<file path="src/rtl/lsu_pkg.sv">
package lsu_pkg;
  localparam int OPW  = 8;
  localparam int NREG = 4;
  localparam int RSW  = $clog2(NREG);

  typedef enum logic [1:0] {
    AM_PTR   = 2'd0,
    AM_BUMP  = 2'd1,
    AM_SPOFF = 2'd2,
    AM_ABS   = 2'd3
  } amode_e;

  typedef struct packed {
    logic           legal;
    amode_e         mode;
    logic           store;
    logic           bytew;
    logic [RSW-1:0] ptr_sel;
    logic [RSW-1:0] dat_sel;
  } lsop_t;

  typedef enum logic [2:0] {
    ST_IDLE = 3'd0,
    ST_OPA  = 3'd1,
    ST_OPB  = 3'd2,
    ST_XF0  = 3'd3,
    ST_XF1  = 3'd4
  } state_e;
endpackage

</file>
<file path="src/rtl/lsu_decode.sv">
module lsu_decode
  import lsu_pkg::*;
(
  input  logic [OPW-1:0] opcode,
  output lsop_t          op
);
  always_comb begin
    op.legal   = (opcode[7:6] == 2'b10);
    op.mode    = amode_e'(opcode[5:4]);
    op.store   = opcode[3];
    op.bytew   = opcode[2];
    op.ptr_sel = opcode[1] ? RSW'(3) : RSW'(2);
    if (!opcode[5]) op.dat_sel = RSW'(opcode[0]);
    else            op.dat_sel = opcode[1:0];
  end
endmodule

</file>
<file path="src/rtl/lsu_agen.sv">
module lsu_agen
  import lsu_pkg::*;
#(
  parameter int AW = 16,
  parameter int BW = 8
) (
  input  amode_e        mode,
  input  logic          bytew,
  input  logic [AW-1:0] ptr,
  input  logic [AW-1:0] sp,
  input  logic [BW-1:0] opnd_cur,
  input  logic [BW-1:0] opnd_lo,
  output logic [AW-1:0] ea,
  output logic [AW-1:0] ptr_next
);
  localparam logic [AW-1:0] STEP_B = AW'(1);
  localparam logic [AW-1:0] STEP_W = AW'(2);

  always_comb begin
    unique case (mode)
      AM_PTR, AM_BUMP: ea = ptr;
      AM_SPOFF:        ea = sp + AW'(opnd_cur);
      default:         ea = AW'({opnd_cur, opnd_lo});
    endcase
    ptr_next = ptr + (bytew ? STEP_B : STEP_W);
  end
endmodule

</file>
<file path="src/rtl/lsu_rdasm.sv">
module lsu_rdasm #(
  parameter int BW = 8,
  localparam int DW = 2 * BW
) (
  input  logic          clk,
  input  logic          rst,
  input  logic          cap_lo,
  input  logic          fin_word,
  input  logic [BW-1:0] rdata,
  output logic [DW-1:0] value
);
  logic [BW-1:0] lo_q;

  always_ff @(posedge clk) begin
    if (rst)         lo_q <= '0;
    else if (cap_lo) lo_q <= rdata;
  end

  always_comb begin
    if (fin_word) value = {rdata, lo_q};
    else          value = {{BW{1'b0}}, rdata};
  end
endmodule

</file>
<file path="src/rtl/bytebus_lsu.sv">
module bytebus_lsu
  import lsu_pkg::*;
#(
  parameter int AW = 16,
  parameter int BW = 8,
  localparam int DW = 2 * BW
) (
  input  logic               clk,
  input  logic               rst,
  input  logic               start,
  input  logic [OPW-1:0]     opcode,
  input  logic [BW-1:0]      opnd_byte,
  output logic               busy,
  output logic [AW-1:0]      mem_addr,
  output logic [BW-1:0]      mem_wdata,
  output logic               mem_we,
  input  logic [BW-1:0]      mem_rdata,
  input  logic [NREG*DW-1:0] gpr_flat,
  input  logic [AW-1:0]      sp,
  output logic               rf_we,
  output logic [RSW-1:0]     rf_wsel,
  output logic [DW-1:0]      rf_wdata
);
  state_e         state;
  lsop_t          dec, op_q, cur;
  logic [BW-1:0]  opnd_lo_q, st_hi_q;
  logic           pupd_q, cap_lo_q, fin_q, fin_word_q;
  logic [RSW-1:0] pupd_sel_q, fin_sel_q;
  logic [AW-1:0]  pupd_val_q, ea, ptr_next;
  logic [DW-1:0]  ld_value, ptr_val, dat_val;
  logic [DW-1:0]  rval [NREG];
  logic           do_issue;

  lsu_decode u_dec (.opcode(opcode), .op(dec));

  // Register reads with bypass from the write port.
  for (genvar i = 0; i < NREG; i++) begin : g_fwd
    always_comb begin
      if (rf_we && rf_wsel == RSW'(i)) rval[i] = rf_wdata;
      else                             rval[i] = gpr_flat[i*DW +: DW];
    end
  end

  always_comb begin
    cur      = (state == ST_IDLE) ? dec : op_q;
    ptr_val  = rval[cur.ptr_sel];
    dat_val  = rval[cur.dat_sel];
    do_issue = (state == ST_IDLE && start && dec.legal && !dec.mode[1])
            || (state == ST_OPA && op_q.mode == AM_SPOFF)
            || (state == ST_OPB);
  end

  lsu_agen #(.AW(AW), .BW(BW)) u_agen (
    .mode(cur.mode), .bytew(cur.bytew), .ptr(AW'(ptr_val)), .sp(sp),
    .opnd_cur(opnd_byte), .opnd_lo(opnd_lo_q), .ea(ea), .ptr_next(ptr_next)
  );

  lsu_rdasm #(.BW(BW)) u_rdasm (
    .clk(clk), .rst(rst), .cap_lo(cap_lo_q), .fin_word(fin_word_q),
    .rdata(mem_rdata), .value(ld_value)
  );

  always_ff @(posedge clk) begin
    if (rst) begin
      state      <= ST_IDLE;
      op_q       <= '0;
      opnd_lo_q  <= '0;
      mem_addr   <= '0;
      mem_we     <= 1'b0;
      mem_wdata  <= '0;
      st_hi_q    <= '0;
      pupd_q     <= 1'b0;
      pupd_sel_q <= '0;
      pupd_val_q <= '0;
      cap_lo_q   <= 1'b0;
      fin_q      <= 1'b0;
      fin_word_q <= 1'b0;
      fin_sel_q  <= '0;
    end else begin
      pupd_q   <= 1'b0;
      cap_lo_q <= 1'b0;
      fin_q    <= 1'b0;
      if (state == ST_IDLE && start && dec.legal) op_q <= dec;
      if (do_issue) begin
        mem_addr   <= ea;
        mem_we     <= cur.store;
        mem_wdata  <= dat_val[BW-1:0];
        st_hi_q    <= dat_val[DW-1:BW];
        fin_sel_q  <= cur.dat_sel;
        fin_word_q <= !cur.bytew;
        state      <= ST_XF0;
        if (cur.mode == AM_BUMP) begin
          pupd_q     <= 1'b1;
          pupd_sel_q <= cur.ptr_sel;
          pupd_val_q <= ptr_next;
        end
      end else begin
        unique case (state)
          ST_IDLE: if (start && dec.legal) state <= ST_OPA;
          ST_OPA: begin
            opnd_lo_q <= opnd_byte;
            state     <= ST_OPB;
          end
          ST_XF0: begin
            if (!op_q.store) begin
              cap_lo_q <= !op_q.bytew;
              fin_q    <= op_q.bytew;
            end
            if (!op_q.bytew) begin
              mem_addr  <= mem_addr + AW'(1);
              mem_wdata <= st_hi_q;
              state     <= ST_XF1;
            end else begin
              mem_we <= 1'b0;
              state  <= ST_IDLE;
            end
          end
          ST_XF1: begin
            mem_we <= 1'b0;
            fin_q  <= !op_q.store;
            state  <= ST_IDLE;
          end
          default: state <= ST_IDLE;
        endcase
      end
    end
  end

  always_comb begin
    busy = (state != ST_IDLE);
    if (fin_q) begin
      rf_we    = 1'b1;
      rf_wsel  = fin_sel_q;
      rf_wdata = ld_value;
    end else if (pupd_q) begin
      rf_we    = 1'b1;
      rf_wsel  = pupd_sel_q;
      rf_wdata = DW'(pupd_val_q);
    end else begin
      rf_we    = 1'b0;
      rf_wsel  = '0;
      rf_wdata = '0;
    end
  end

  // second byte of a word is one address above the first
  a_r3_hi_follows_lo: assert property (@(posedge clk) disable iff (rst)
    (state == ST_XF1) |-> (mem_addr == $past(mem_addr) + AW'(1)));

  // byte load leaves the upper half zero
  a_r4_byte_zext: assert property (@(posedge clk) disable iff (rst)
    (fin_q && !fin_word_q) |-> (rf_wdata[DW-1:BW] == '0));

  // unsupported opcodes never leave idle
  a_r9_illegal_stays: assert property (@(posedge clk) disable iff (rst)
    (state == ST_IDLE && start && !dec.legal) |=> (state == ST_IDLE));

  // memory writes only in transfer cycles
  a_r9_we_in_xfer: assert property (@(posedge clk) disable iff (rst)
    mem_we |-> (state == ST_XF0 || state == ST_XF1));

  // pointer bump and load result never meet on the write port
  a_r6_no_port_clash: assert property (@(posedge clk) disable iff (rst)
    !(fin_q && pupd_q));

  // outputs quiet right after reset
  a_r11_quiet_after_reset: assert property (@(posedge clk)
    $past(rst) |-> (!busy && !mem_we && !rf_we));
endmodule

</file>
<file path="config.mk">
export PLATFORM = sky130hd
export DESIGN_NAME = bytebus_lsu
export DESIGN_NICKNAME = d
export VERILOG_FILES = /design/src/rtl/lsu_pkg.sv /design/src/rtl/lsu_decode.sv /design/src/rtl/lsu_agen.sv /design/src/rtl/lsu_rdasm.sv /design/src/rtl/bytebus_lsu.sv
export SDC_FILE = /design/constraint.sdc
export NUM_CORES = 1
export LEC_CHECK = 0
export BUFFER_PORTS_ARGS = -buffer_cell sky130_fd_sc_hd__buf_2
export CAP_MARGIN = 20
export CORE_ASPECT_RATIO = 1.1
export CORE_MARGIN = 2
export CORE_UTILIZATION = 55
export CTS_CLUSTER_SIZE = 16
export DETAILED_ROUTE_END_ITERATION = 8
export GPL_TIMING_DRIVEN = 1
export PLACE_DENSITY = 0.81
export SLEW_MARGIN = 20
export SYNTH_ARGS = -nofsm -noshare
export SYNTH_HDL_FRONTEND = slang
export SYNTH_HIERARCHICAL = 1
export SYNTH_SLANG_ARGS = --single-unit
</file>
<file path="constraint.sdc">
create_clock -name clk -period 7.7 [get_ports clk]
set_input_delay 1.54 -clock clk [delete_from_list [all_inputs] [get_ports clk]]
set_output_delay 1.54 -clock clk [all_outputs]
set_load 0.01 [all_outputs]
</file>
==> key figures <==
Power
  • Max IR drop VDD: 0.0001308 V
  • Pwr Total: 1.392 mW
  • Comb pwr share: ~36%
  • Clock power share: 28.1%
  • Psw: 0.5117 mW
  • Flop pwr share: 36.1%
  • Static Leak: 3.092 nW
  • Sw frac: 36.77%
  • PwrDens: 180.3 nW/um^2
  • Internal power: between 0.8 and 0.9 mW

Cells and area
  • Commonest cells after routing, fill and taps aside: buf_2 (151), nor2_1 (99), dfxtp_1 (84), mux2i_1 (57), nand2_1 (51)
  • Layout cells sized above 1: 24.36%
  • Syn-to-layout area delta: 13.07%
  • Final core utilization: 63.87%
  • Final instance area: 7720 sq um
  • Final net count: roughly 1.1k
  • Most common cell after layout, fill and taps aside: buf_2
  • # diodes: 0
  • FILL cells: between 1k and 1.5k

STA
  • Fmax: 0.1943 GHz
  • Final Max Slew Viols: 0
  • Clock skew: 0.004386 ns
  • Slew HR: 30.04%
  • RSZ-0062 raised after global routing: false
  • Fin crit period: roughly 5 ns
  • Final hold violation count: 0
  • Tightest Pin Transition: 1.047 ns
  • TNS Setup: 0 ns
  • Endpoints failing setup: 0
  • Final period util: 66.83%

Global routing
  • First-pass GRT wire length: 33,990 um
  • Total GRT Usage: 32.78%
  • Overflow after GRT: 0
  • Largest net degree at the start of global routing: 69
  • Vias in the first global route: about 6.6k
  • Antenna violations before repair: 0

Setup path
  • Startpoint Class: primary input
  • Worst Setup End Kind: flop
  • Setup CP Type: in -> reg
  • Required time of the critical path: slightly below 8 ns
  • Max FO, Critical Path: 15
  • Cells on worst reg2reg path: 14
  • Internal reg-to-reg setup slack: 3.09 ns
  • Arrival time worst endpoint: about 5.4 ns

Die
  • Die area: about 13,000 sq um
  • IO Pins: 152
  • Die height: ~120 um
  • Core Area: between 10,000 and 15,000 sq um
  • Die width: 110.2 um
  • Initial Utilization: 56.49%
  • Cell Rows: 42

Logic synthesis
  • Post-Synthesis Cells: slightly above 800
  • Post-synth top area share: 24.63%
  • Top_reg_cell synth: dfxtp_1
  • Post-synth EDFFs: 0
  • Synth unique cells: between 70 and 80
  • Register bit count reported by yosys: 84
  • Avg Cell Area, Syn: 8.216 sq um
  • Synth area leaders: dfxtp_1 (25%), mux2i_1 (8.5%), nor2_1 (5.4%)
  • Synthesized cell area: between 6000 and 7000 sq um
  • Most area-hungry cell type in the Yosys netlist: dfxtp_1
  • Synthesis Warnings: 6
  • Synthesized net count: 951
  • Sequential share of the synthesized area: 24.63%
  • Share of flip-flops with an asynchronous set or reset: 0%

Clock tree
  • Clk_lat worst skew: 0.35 ns
  • CTS tree: built
  • CTS max path bufs: 2
  • CTS resizes: 0
  • CTS sink count: 84
  • Post-CTS Repair Setup Buffers: 0
  • Clock Pin Slew Worst Setup and Hold Paths: approximately 0.06 ns
  • CTS Hold Bufs: 0
  • Num CTS Buffers: 9
  • CTS Root Cell: clkbuf_16
  • H-tree levels: 3

Drt
  • Vias: 7,109
  • ANT nets after route: 0
  • Final wirelength: 21,890 um
  • Pre-antenna DRT Iters: 6
  • Drt wl/cell: 20.08 um
  • DRC: 0
  • DR iter-0 viols: 705
  • Vias per Instance: roughly 6.5

Place
  • Area after DPL: approximately 7500 sq um
  • Routability cong.: 0.9774
  • Port buffer count: 151
  • DP Wirelength: 16,620 um

Flow run
  • Max Cap Viol: 0

Status
  • Status: finished clean

Min path
  • Hold Path Cell Cnt: 2
  • Hold Crit Class: reg -> reg
[cell usage after synthesis, types with 7 or more instances]
cell type	count
o21ai_1	9
xor2_1	14
nand2_1	51
buf_4	12
and2_1	14
a32o_1	15
clkbuf_1	30
a32oi_1	14
buf_2	17
o211ai_1	26
a21oi_1	34
nor3_1	11
and3_1	14
o21ai_0	18
mux2_2	17
mux2i_1	58
dfxtp_1	84
ha_1	11
a221o_1	7
inv_1	27
a22oi_1	15
nand3_1	22
nor3b_1	8
nor2b_1	9
a31oi_1	21
a211oi_2	7
a211oi_1	35
o32a_1	14
xnor2_1	25
nand4_1	9
nor2_1	99
buf_6	9
[through the flow]
| stage | worst slack (ns) | hold slack, ns | std cells |
|---|---|---|---|
| 2_1_floorplan | 3.176 | 0.4357 | 831 |
| 3_3_place_gp | 2.405 | 0.4516 | 1075 |
| 3_5_place_dp | 2.331 | 0.4595 | 1075 |
| 4_1_cts | 2.666 | 0.4710 | 1090 |
| 5_1_grt | 2.288 | 0.4932 | 1090 |
| 6_report | 2.554 | 0.4668 | 1090 |
[power by group through the flow]
| stage | logic (mW) | registers [mW] | clock network (mW) |
|---|---|---|---|
| 6_report | 0.498 | 0.503 | 0.391 |
| 3_5_place_dp | 0.483 | 0.511 | 0 |
| 5_1_grt | 0.538 | 0.507 | 0.412 |
| 2_1_floorplan | 0.351 | 0.505 | 0 |
| 4_1_cts | 0.487 | 0.502 | 0.395 |
| 3_3_place_gp | 0.478 | 0.511 | 0 |
[critical path, cell delays in order]
cell     delay, ns
buf_2         0.12
or4b_1        0.21
and2_0        0.61
buf_4         0.32
and2_0        0.63
a22oi_1       0.15
a31oi_1       0.42
ha_1          0.24
a21o_1        0.10
nand4_1       0.21
nor2_1        0.30
nand3_1       0.14
xnor2_1       0.17
mux2i_1       0.14
nor2_1        0.05
[cell families after synthesis]
logic type               share of synthesized area [%]
AND/OR/NAND/NOR                                  19.88
AO/OA/AOI/OAI                                    28.51
buffers and inverters                            7.568
flip-flops                                       24.63
multiplexers                                     11.75
XOR/XNOR                                         5.003
adder cells (fa/ha/maj)                          2.602
other                                          0.05492
[flip-flops by register name (all words and copies together) (netlist names)]
register and flops:
cap_lo_q 1, opnd_lo_q 8, pupd_val_q 16, u_rdasm/lo_q 8
st_hi_q 8, mem_wdata 8, fin_q 1, fin_sel_q 2
fin_word_q 1, mem_addr 16, pupd_sel_q 2, state 3
mem_we 1, pupd_q 1, op_q 8
[routing by layer]
layer / vias up / track usage [%] / wire [um]
met2: 432 / 52.15 / 9966
met5: - / 0 / 0
met4: 0 / 17.11 / 1133
met3: 93 / 7.841 / 2194
met1: 3278 / 40.71 / 8593
li1: 3306 / - / -
[layout make-up]
cell class	count	area, sq um	area share [%]
clock buffer	13	240.2	3.112
sequential	84	1682	21.78
tap	154	192.7	2.496
clock inverter	2	12.51	0.1621
multi-input combinational	648	4657	60.32
timing repair buffer	161	830.8	10.76
inverter	28	105.1	1.361
[final timing paths]
path                                start              to
worst max-delay path            opcode[1]  pupd_val_q[13]
worst min-delay path              op_q[3]         op_q[3]
worst max register to register   state[2]  pupd_val_q[13]
worst min register to register    op_q[3]         op_q[3]
Power figures use the tool's default switching activity.
